--- config.mk ---
export PLATFORM = sky130hd
export DESIGN_NAME = call_frame_unit
export DESIGN_NICKNAME = d
export VERILOG_FILES = /design/src/rtl/cfu_pkg.sv /design/src/rtl/cfu_hash_table.sv /design/src/rtl/cfu_frame_stack.sv /design/src/rtl/call_frame_unit.sv
export SDC_FILE = /design/constraint.sdc
export NUM_CORES = 2
export LEC_CHECK = 0
export BUFFER_PORTS_ARGS = -buffer_cell sky130_fd_sc_hd__buf_2
export CORE_MARGIN = 2
export CORE_UTILIZATION = 55
export CTS_CLUSTER_SIZE = 24
export DETAILED_ROUTE_END_ITERATION = 12
export PLACE_DENSITY = 0.76
export SLEW_MARGIN = 30
export SYNTH_ARGS = -nofsm -noshare
export SYNTH_HDL_FRONTEND = slang
export SYNTH_HIERARCHICAL = 1
export SYNTH_SLANG_ARGS = --single-unit
--- constraint.sdc ---
create_clock -name clk -period 11.2 [get_ports clk]
set_input_delay 0.56 -clock clk [delete_from_list [all_inputs] [get_ports clk]]
set_output_delay 0.56 -clock clk [all_outputs]
set_load 0.01 [all_outputs]
--- src/rtl/cfu_pkg.sv ---
package cfu_pkg;
  localparam logic [7:0]  OPC_CALL  = 8'h85;
  localparam logic [7:0]  OPC_CALLX = 8'h8D;
  localparam logic [7:0]  OPC_EXIT  = 8'h95;
  localparam logic [31:0] MAX_GPR   = 32'd10;

  typedef enum logic [1:0] {
    ABT_NONE       = 2'd0,
    ABT_UNRESOLVED = 2'd1,
    ABT_OVERFLOW   = 2'd2,
    ABT_BADREG     = 2'd3
  } abort_e;
endpackage

--- src/rtl/cfu_hash_table.sv ---
module cfu_hash_table #(
  parameter int N        = 4,
  parameter int TGT_W    = 32,
  parameter bit KEEP_TGT = 1'b1
) (
  input  logic                 clk,
  input  logic                 rst_n,
  input  logic                 wr_en,
  input  logic [$clog2(N)-1:0] wr_slot,
  input  logic [31:0]          wr_hash,
  input  logic [TGT_W-1:0]     wr_tgt,
  input  logic [31:0]          key,
  output logic                 hit,
  output logic [$clog2(N)-1:0] hit_slot,
  output logic [TGT_W-1:0]     hit_tgt
);
  localparam int IW = $clog2(N);

  logic [N-1:0]     vld;
  logic [31:0]      hsh [N];
  logic [TGT_W-1:0] tgt [N];
  logic [N-1:0]     match;

  always_ff @(posedge clk) begin
    if (!rst_n) begin
      vld <= '0;
      for (int i = 0; i < N; i++) hsh[i] <= '0;
    end else if (wr_en) begin
      for (int i = 0; i < N; i++) begin
        if (wr_slot == IW'(i)) begin
          vld[i] <= 1'b1;
          hsh[i] <= wr_hash;
        end
      end
    end
  end

  generate
    if (KEEP_TGT) begin : g_tgt
      always_ff @(posedge clk) begin
        if (!rst_n) begin
          for (int i = 0; i < N; i++) tgt[i] <= '0;
        end else if (wr_en) begin
          for (int i = 0; i < N; i++)
            if (wr_slot == IW'(i)) tgt[i] <= wr_tgt;
        end
      end
    end else begin : g_no_tgt
      logic unused_tgt;
      assign unused_tgt = ^wr_tgt;
      for (genvar g = 0; g < N; g++) begin : g_zero
        assign tgt[g] = '0;
      end
    end
  endgenerate

  for (genvar g = 0; g < N; g++) begin : g_cmp
    assign match[g] = vld[g] && (hsh[g] == key);
  end

  // lowest matching slot wins
  always_comb begin
    hit      = |match;
    hit_slot = '0;
    for (int i = N - 1; i >= 0; i--)
      if (match[i]) hit_slot = IW'(i);
    hit_tgt = tgt[hit_slot];
  end


  slot_written_chk: assert property (@(posedge clk) disable iff (!rst_n)
    wr_en |=> vld[$past(wr_slot)]);
endmodule

--- src/rtl/cfu_frame_stack.sv ---
module cfu_frame_stack #(
  parameter int DEPTH = 4,
  parameter int W     = 32
) (
  input  logic                     clk,
  input  logic                     rst_n,
  input  logic                     push,
  input  logic                     pop,
  input  logic [W-1:0]             push_ret,
  input  logic [W-1:0]             push_sp,
  output logic [W-1:0]             top_ret,
  output logic [W-1:0]             top_sp,
  output logic                     full,
  output logic                     empty,
  output logic [$clog2(DEPTH+1)-1:0] count
);
  localparam int CW = $clog2(DEPTH + 1);
  localparam int IW = $clog2(DEPTH);

  logic [W-1:0]  ret_mem [DEPTH];
  logic [W-1:0]  sp_mem  [DEPTH];
  logic [CW-1:0] top_i;

  assign full  = (count == CW'(DEPTH));
  assign empty = (count == '0);
  assign top_i = count - 1'b1;
  assign top_ret = ret_mem[top_i[IW-1:0]];
  assign top_sp  = sp_mem[top_i[IW-1:0]];

  always_ff @(posedge clk) begin
    if (!rst_n) begin
      count <= '0;
      for (int i = 0; i < DEPTH; i++) begin
        ret_mem[i] <= '0;
        sp_mem[i]  <= '0;
      end
    end else if (push) begin
      ret_mem[count[IW-1:0]] <= push_ret;
      sp_mem[count[IW-1:0]]  <= push_sp;
      count <= count + 1'b1;
    end else if (pop) begin
      count <= count - 1'b1;
    end
  end


  no_overflow_chk: assert property (@(posedge clk) disable iff (!rst_n)
    push |-> !full);

  no_underflow_chk: assert property (@(posedge clk) disable iff (!rst_n)
    pop |-> !empty);

  depth_bound_chk: assert property (@(posedge clk) disable iff (!rst_n)
    count <= CW'(DEPTH));

  single_op_chk: assert property (@(posedge clk) disable iff (!rst_n)
    !(push && pop));
endmodule

--- src/rtl/call_frame_unit.sv ---
module call_frame_unit
  import cfu_pkg::*;
#(
  parameter int          N_SLOTS  = 4,
  parameter int          DEPTH    = 4,
  parameter int          ADDR_W   = 32,
  parameter int          GPR_W    = 64,
  parameter logic [31:0] SP_INIT  = 32'h0000_8000,
  parameter logic [31:0] FRAME_SZ = 32'h0000_0100
) (
  input  logic                       clk,
  input  logic                       rst_n,
  input  logic                       tbl_wr_en,
  input  logic                       tbl_wr_jump,
  input  logic [$clog2(N_SLOTS)-1:0] tbl_wr_slot,
  input  logic [31:0]                tbl_wr_hash,
  input  logic [ADDR_W-1:0]          tbl_wr_target,
  input  logic                       insn_valid,
  input  logic [7:0]                 insn_opcode,
  input  logic [31:0]                insn_imm,
  input  logic [ADDR_W-1:0]          insn_pc,
  output logic [3:0]                 gpr_idx,
  input  logic [GPR_W-1:0]           gpr_data,
  input  logic                       sys_ack,
  output logic                       next_pc_valid,
  output logic [ADDR_W-1:0]          next_pc,
  output logic                       sys_req,
  output logic [$clog2(N_SLOTS)-1:0] sys_idx,
  output logic                       abort,
  output logic [1:0]                 abort_code,
  output logic                       done,
  output logic [ADDR_W-1:0]          sp
);
  localparam int SW = $clog2(N_SLOTS);
  localparam int CW = $clog2(DEPTH + 1);

  function automatic logic [ADDR_W-1:0] ret_addr(input logic [ADDR_W-1:0] pc);
    return pc + ADDR_W'(1);
  endfunction

  function automatic logic [ADDR_W-1:0] sp_grow(input logic [ADDR_W-1:0] cur);
    return cur + FRAME_SZ[ADDR_W-1:0];
  endfunction

  logic lock_q, halted;
  logic [ADDR_W-1:0] sys_ret_q;
  logic unused_gpr_hi;

  logic          sys_hit, jmp_hit;
  logic [SW-1:0] sys_slot, jmp_slot;
  logic [ADDR_W-1:0] jmp_tgt, sys_tgt_nc;
  logic [ADDR_W-1:0] stk_ret, stk_sp;
  logic stk_full, stk_empty;
  logic [CW-1:0] stk_count;

  assign unused_gpr_hi = ^{gpr_data[GPR_W-1:ADDR_W], sys_tgt_nc};
  assign halted  = abort | done;
  assign gpr_idx = insn_imm[3:0];

  cfu_hash_table #(.N(N_SLOTS), .TGT_W(ADDR_W), .KEEP_TGT(1'b0)) u_sys_tbl (
    .clk(clk), .rst_n(rst_n),
    .wr_en(tbl_wr_en && !lock_q && !tbl_wr_jump),
    .wr_slot(tbl_wr_slot), .wr_hash(tbl_wr_hash), .wr_tgt(tbl_wr_target),
    .key(insn_imm), .hit(sys_hit), .hit_slot(sys_slot), .hit_tgt(sys_tgt_nc)
  );

  cfu_hash_table #(.N(N_SLOTS), .TGT_W(ADDR_W), .KEEP_TGT(1'b1)) u_jmp_tbl (
    .clk(clk), .rst_n(rst_n),
    .wr_en(tbl_wr_en && !lock_q && tbl_wr_jump),
    .wr_slot(tbl_wr_slot), .wr_hash(tbl_wr_hash), .wr_tgt(tbl_wr_target),
    .key(insn_imm), .hit(jmp_hit), .hit_slot(jmp_slot), .hit_tgt(jmp_tgt)
  );

  // decoded events, exposed for the assertions
  logic accept, is_call, is_callx, is_exit, idx_bad;
  logic ev_sys, ev_jmp, ev_indir, ev_unres, ev_ovf, ev_badreg, ev_ret, ev_fin;
  logic stk_push, stk_pop;
  logic unused_jslot;

  assign unused_jslot = ^jmp_slot;
  assign accept    = insn_valid && !halted && !sys_req;
  assign is_call   = (insn_opcode == OPC_CALL);
  assign is_callx  = (insn_opcode == OPC_CALLX);
  assign is_exit   = (insn_opcode == OPC_EXIT);
  assign idx_bad   = (insn_imm > MAX_GPR);

  assign ev_sys    = accept && is_call && sys_hit;
  assign ev_unres  = accept && is_call && !sys_hit && !jmp_hit;
  assign ev_jmp    = accept && is_call && !sys_hit && jmp_hit && !stk_full;
  assign ev_badreg = accept && is_callx && idx_bad;
  assign ev_indir  = accept && is_callx && !idx_bad && !stk_full;
  assign ev_ovf    = accept && stk_full &&
                     ((is_call && !sys_hit && jmp_hit) || (is_callx && !idx_bad));
  assign ev_ret    = accept && is_exit && !stk_empty;
  assign ev_fin    = accept && is_exit && stk_empty;

  assign stk_push = ev_jmp | ev_indir;
  assign stk_pop  = ev_ret;

  cfu_frame_stack #(.DEPTH(DEPTH), .W(ADDR_W)) u_stack (
    .clk(clk), .rst_n(rst_n),
    .push(stk_push), .pop(stk_pop),
    .push_ret(ret_addr(insn_pc)), .push_sp(sp),
    .top_ret(stk_ret), .top_sp(stk_sp),
    .full(stk_full), .empty(stk_empty), .count(stk_count)
  );

  always_ff @(posedge clk) begin
    if (!rst_n) begin
      lock_q        <= 1'b0;
      next_pc_valid <= 1'b0;
      next_pc       <= '0;
      sys_req       <= 1'b0;
      sys_idx       <= '0;
      sys_ret_q     <= '0;
      abort         <= 1'b0;
      abort_code    <= ABT_NONE;
      done          <= 1'b0;
      sp            <= SP_INIT[ADDR_W-1:0];
    end else begin
      next_pc_valid <= 1'b0;
      if (insn_valid) lock_q <= 1'b1;
      if (sys_req && sys_ack) begin
        sys_req       <= 1'b0;
        next_pc_valid <= 1'b1;
        next_pc       <= sys_ret_q;
      end
      if (ev_sys) begin
        sys_req   <= 1'b1;
        sys_idx   <= sys_slot;
        sys_ret_q <= ret_addr(insn_pc);
      end
      if (ev_jmp) begin
        next_pc_valid <= 1'b1;
        next_pc       <= jmp_tgt;
        sp            <= sp_grow(sp);
      end
      if (ev_indir) begin
        next_pc_valid <= 1'b1;
        next_pc       <= gpr_data[ADDR_W-1:0];
        sp            <= sp_grow(sp);
      end
      if (ev_ret) begin
        next_pc_valid <= 1'b1;
        next_pc       <= stk_ret;
        sp            <= stk_sp;
      end
      if (ev_fin) done <= 1'b1;
      if (ev_unres)  begin abort <= 1'b1; abort_code <= ABT_UNRESOLVED; end
      if (ev_ovf)    begin abort <= 1'b1; abort_code <= ABT_OVERFLOW;   end
      if (ev_badreg) begin abort <= 1'b1; abort_code <= ABT_BADREG;     end
    end
  end


  abort_sticky_chk: assert property (@(posedge clk) disable iff (!rst_n)
    abort |=> abort && $stable(abort_code));

  abort_code_chk: assert property (@(posedge clk) disable iff (!rst_n)
    abort == (abort_code != 2'd0));

  done_sticky_chk: assert property (@(posedge clk) disable iff (!rst_n)
    done |=> done);

  sysreq_hold_chk: assert property (@(posedge clk) disable iff (!rst_n)
    sys_req && !sys_ack |=> sys_req && $stable(sys_idx));

  sys_resume_chk: assert property (@(posedge clk) disable iff (!rst_n)
    sys_req && sys_ack |=> next_pc_valid && !sys_req);

  excl_out_chk: assert property (@(posedge clk) disable iff (!rst_n)
    !(next_pc_valid && sys_req));

  push_redirect_chk: assert property (@(posedge clk) disable iff (!rst_n)
    stk_push |=> next_pc_valid && stk_count == $past(stk_count) + 1'b1);

  sys_no_frame_chk: assert property (@(posedge clk) disable iff (!rst_n)
    ev_sys |=> $stable(sp) && $stable(stk_count));
endmodule

==> metrics.md <==
| Metric | Value |
|---|---|
| Status | `finished clean` |
| First DRT Iteration DRCs | `3022` |
| Worst skew pair latency | `0.63 ns` |
| RSZ-0062 raised after global routing | `no` |
| RR Endpoint | `u_stack/ret_mem[3][21]` |
| Startpoint types | `flop` |
| DIE AREA | `67330 sq um` |
| Layout cell share with drive strength beyond 1 | `18.80%` |
| Clock Sinks | `756` |
| Inserted Clock Buffers | `79` |
| CP max FO | `66` |
| Fin. Hold Viols | `0` |
| Final worst-path cycle share | `48.41%` |
| Placed Instances | `3848` |
| Synth warn | `6` |
| Setup TNS | `0 ns` |
| Setup Crit Path Kind | `flop to flop` |
| Post-route core utilization | `62.57%` |
| Setup repair bufs after CTS | `0` |
| Avg Synthesized Cell Area | `12.49 sq um` |
| Gpl congestion | `0.8543` |
| Vert. Die Dim | `259.5 um` |
| # IOs | `284` |
| Total Wirelength | `98970 um` |
| Critical path data arrival time | `5.66 ns` |
| Power Density | `150.4 nW/um^2` |
| Area delta synth->final | `12.36%` |
| LEAKAGE | `15.49 nW` |
| Vias per cell | `6.076` |
| Worst setup EP type | `flop` |
| Slew headroom | `31.61%` |
| Worst VDD drop | `0.1063 mV` |
| Worst Path Required | `11.43 ns` |
| Overflow left after global routing | `0` |
| Reg2reg start | `u_jmp_tbl/hsh[1][5]` |
| Clk root buf | `clkbuf_16` |
| Max Clock Skew | `0.02851 ns` |
| Pwr Total | `0.006068 W` |
| Tot GR Track Use | `28.81%` |
| Worst-case reg-to-reg path depth | `14` |
| Register-to-Register Setup Slack | `5.78 ns` |
| NumNets Final | `3287` |
| CTS resizes | `0` |
| PortBufs | `251` |
| Vias in the first global route | `24080` |
| Die width | `259.5 um` |
| Hold WC Path Type | `input port to flop` |
| Hold path endpoint | `lock_q` |
| WL per Instance | `24.72 um` |
| Placeable Area | `64460 sq um` |
| Clk slew on worst S/H paths | `0.06 ns` |
| Initial antenna violation count | `12` |
| Cells after Synth | `2874` |
| Syn_nets | `3087` |
| Endpoints failing setup | `0` |
| DP HPWL | `58930 um` |
| Clock tree buffer depth | `3` |
| Max-cap violations | `0` |
| H-Tree Depth | `3` |
| Min-Delay Path Depth | `3` |
| Non-filler cells, final | `4004` |
| Largest net degree at the start of global routing | `72` |
| Initial Utilization | `55.69%` |
| ANT nets after route | `0` |
| Post-Syn Area | `35900 sq um` |
| Hold_sp | `insn_valid` |
| First-pass GRT wire length | `144700 um` |
| Drc violations | `0` |
| Pre-antenna DRT Iters | `9` |
| Vias | `24330` |
| Site Rows | `93` |
| # hold bufs at CTS | `0` |
| Fmax | `0.1844 GHz` |
| TritonCTS clock tree | `yes` |
| Minimum clock period after layout | `5.422 ns` |
| Final slew viol count | `0` |
| Slew @ Worst Pin | `1.026 ns` |
## worst max-delay path, stage by stage (launching register included)
cell and delay [ns]:
edfxtp_1 0.38, xor2_1 0.15, nor4_1 0.35, nand4_1 0.33, nor3_2 0.27, buf_4 0.60
nor2_1 0.08, nand2_1 0.22, or3b_2 0.53, or4_4 0.53, o41ai_4 0.06, buf_4 0.32
inv_1 0.23, o31ai_4 0.22, buf_6 0.62
## layout by cell type (no fill, tap or decap), types with 5 or more instances in the layout
| cell | instances |
|---|---|
| dfxtp_1 | 115 |
| nor4_1 | 69 |
| o21ai_4 | 7 |
| diode_2 | 10 |
| a21o_1 | 40 |
| a21oi_1 | 85 |
| and3_1 | 14 |
| and4_1 | 10 |
| nor2b_1 | 5 |
| a211oi_1 | 8 |
| mux2i_1 | 34 |
| nor3_1 | 22 |
| clkbuf_8 | 7 |
| o21ai_0 | 58 |
| xnor2_1 | 149 |
| o211a_1 | 13 |
| and2_1 | 388 |
| o22a_1 | 32 |
| clkinv_2 | 11 |
| nand4_1 | 43 |
| clkinv_1 | 15 |
| or2_2 | 13 |
| buf_2 | 250 |
| a221oi_2 | 30 |
| xor2_1 | 152 |
| nand2_1 | 147 |
| a21oi_2 | 30 |
| edfxtp_1 | 640 |
| buf_4 | 40 |
| nand2b_1 | 7 |
| clkbuf_16 | 83 |
| mux4_2 | 64 |
| nor4_2 | 7 |
| clkbuf_1 | 24 |
| nand3_1 | 43 |
| nor2_1 | 226 |
| inv_1 | 138 |
| a311oi_1 | 32 |
## cell type report
cell class / instances / area (sq um)
clock buffer: 114 / 2263
multi-input combinational: 1803 / 13070
clock inverter: 32 / 242.7
sequential: 756 / 21540
fill: 4829 / 24130
tap: 855 / 1070
timing repair buffer: 294 / 1597
inverter: 140 / 526.8
antenna: 10 / 25.02
## how the worst max path moves through the flow
stage / start / end / cells after the start
6_report: u_jmp_tbl/hsh[1][5] / u_stack/ret_mem[3][21] / 14
5_1_grt: u_jmp_tbl/hsh[1][18] / u_stack/ret_mem[2][0] / 14
4_1_cts: u_jmp_tbl/hsh[1][5] / u_stack/ret_mem[3][21] / 14
3_5_place_dp: insn_imm[5] / u_stack/ret_mem[3][21] / 15
3_3_place_gp: insn_imm[5] / u_stack/ret_mem[3][21] / 15
2_1_floorplan: insn_imm[31] / u_stack/ret_mem[3][0] / 14
## power by group
part	total [W]	internal [W]	switching [W]
Combinational	0.000340	0.000111	0.000229
Sequential	0.00319	0.00315	0.0000358
Clock	0.00254	0.00148	0.00107
Total	0.00607	0.00474	0.00133
## state kept, by name, indices dropped and copies added, names as in the netlist
register         cells
abort                1
abort_code           2
done                 1
lock_q               1
next_pc             32
next_pc_valid        1
sp                  32
sys_idx              2
sys_req              1
sys_ret_q           32
u_jmp_tbl/hsh      128
u_jmp_tbl/tgt      128
u_jmp_tbl/vld        4
u_stack/count        3
u_stack/ret_mem    128
u_stack/sp_mem     128
u_sys_tbl/hsh      128
u_sys_tbl/vld        4
## per-stage QoR
stage | hold WS (ns) | cell area (sq um) | worst slack (ns)
3_3_place_gp | 0.4245 | 37790 | 5.148
4_1_cts | 0.2049 | 40310 | 5.852
6_report | 0.2294 | 40340 | 5.778
2_1_floorplan | 0.4181 | 35900 | 2.534
3_5_place_dp | 0.4340 | 37810 | 5.332
5_1_grt | 0.2401 | 40320 | 5.535
## layer usage
layer / vias to the layer above / track usage [%] / routed length [um]
met5: - / 0 / 42
met4: 6 / 11.35 / 3218
li1: 10680 / - / -
met3: 215 / 5.380 / 9643
met2: 1370 / 47.21 / 48000
met1: 12060 / 38.20 / 38070
No activity file was read; power rests on OpenSTA's default activity.
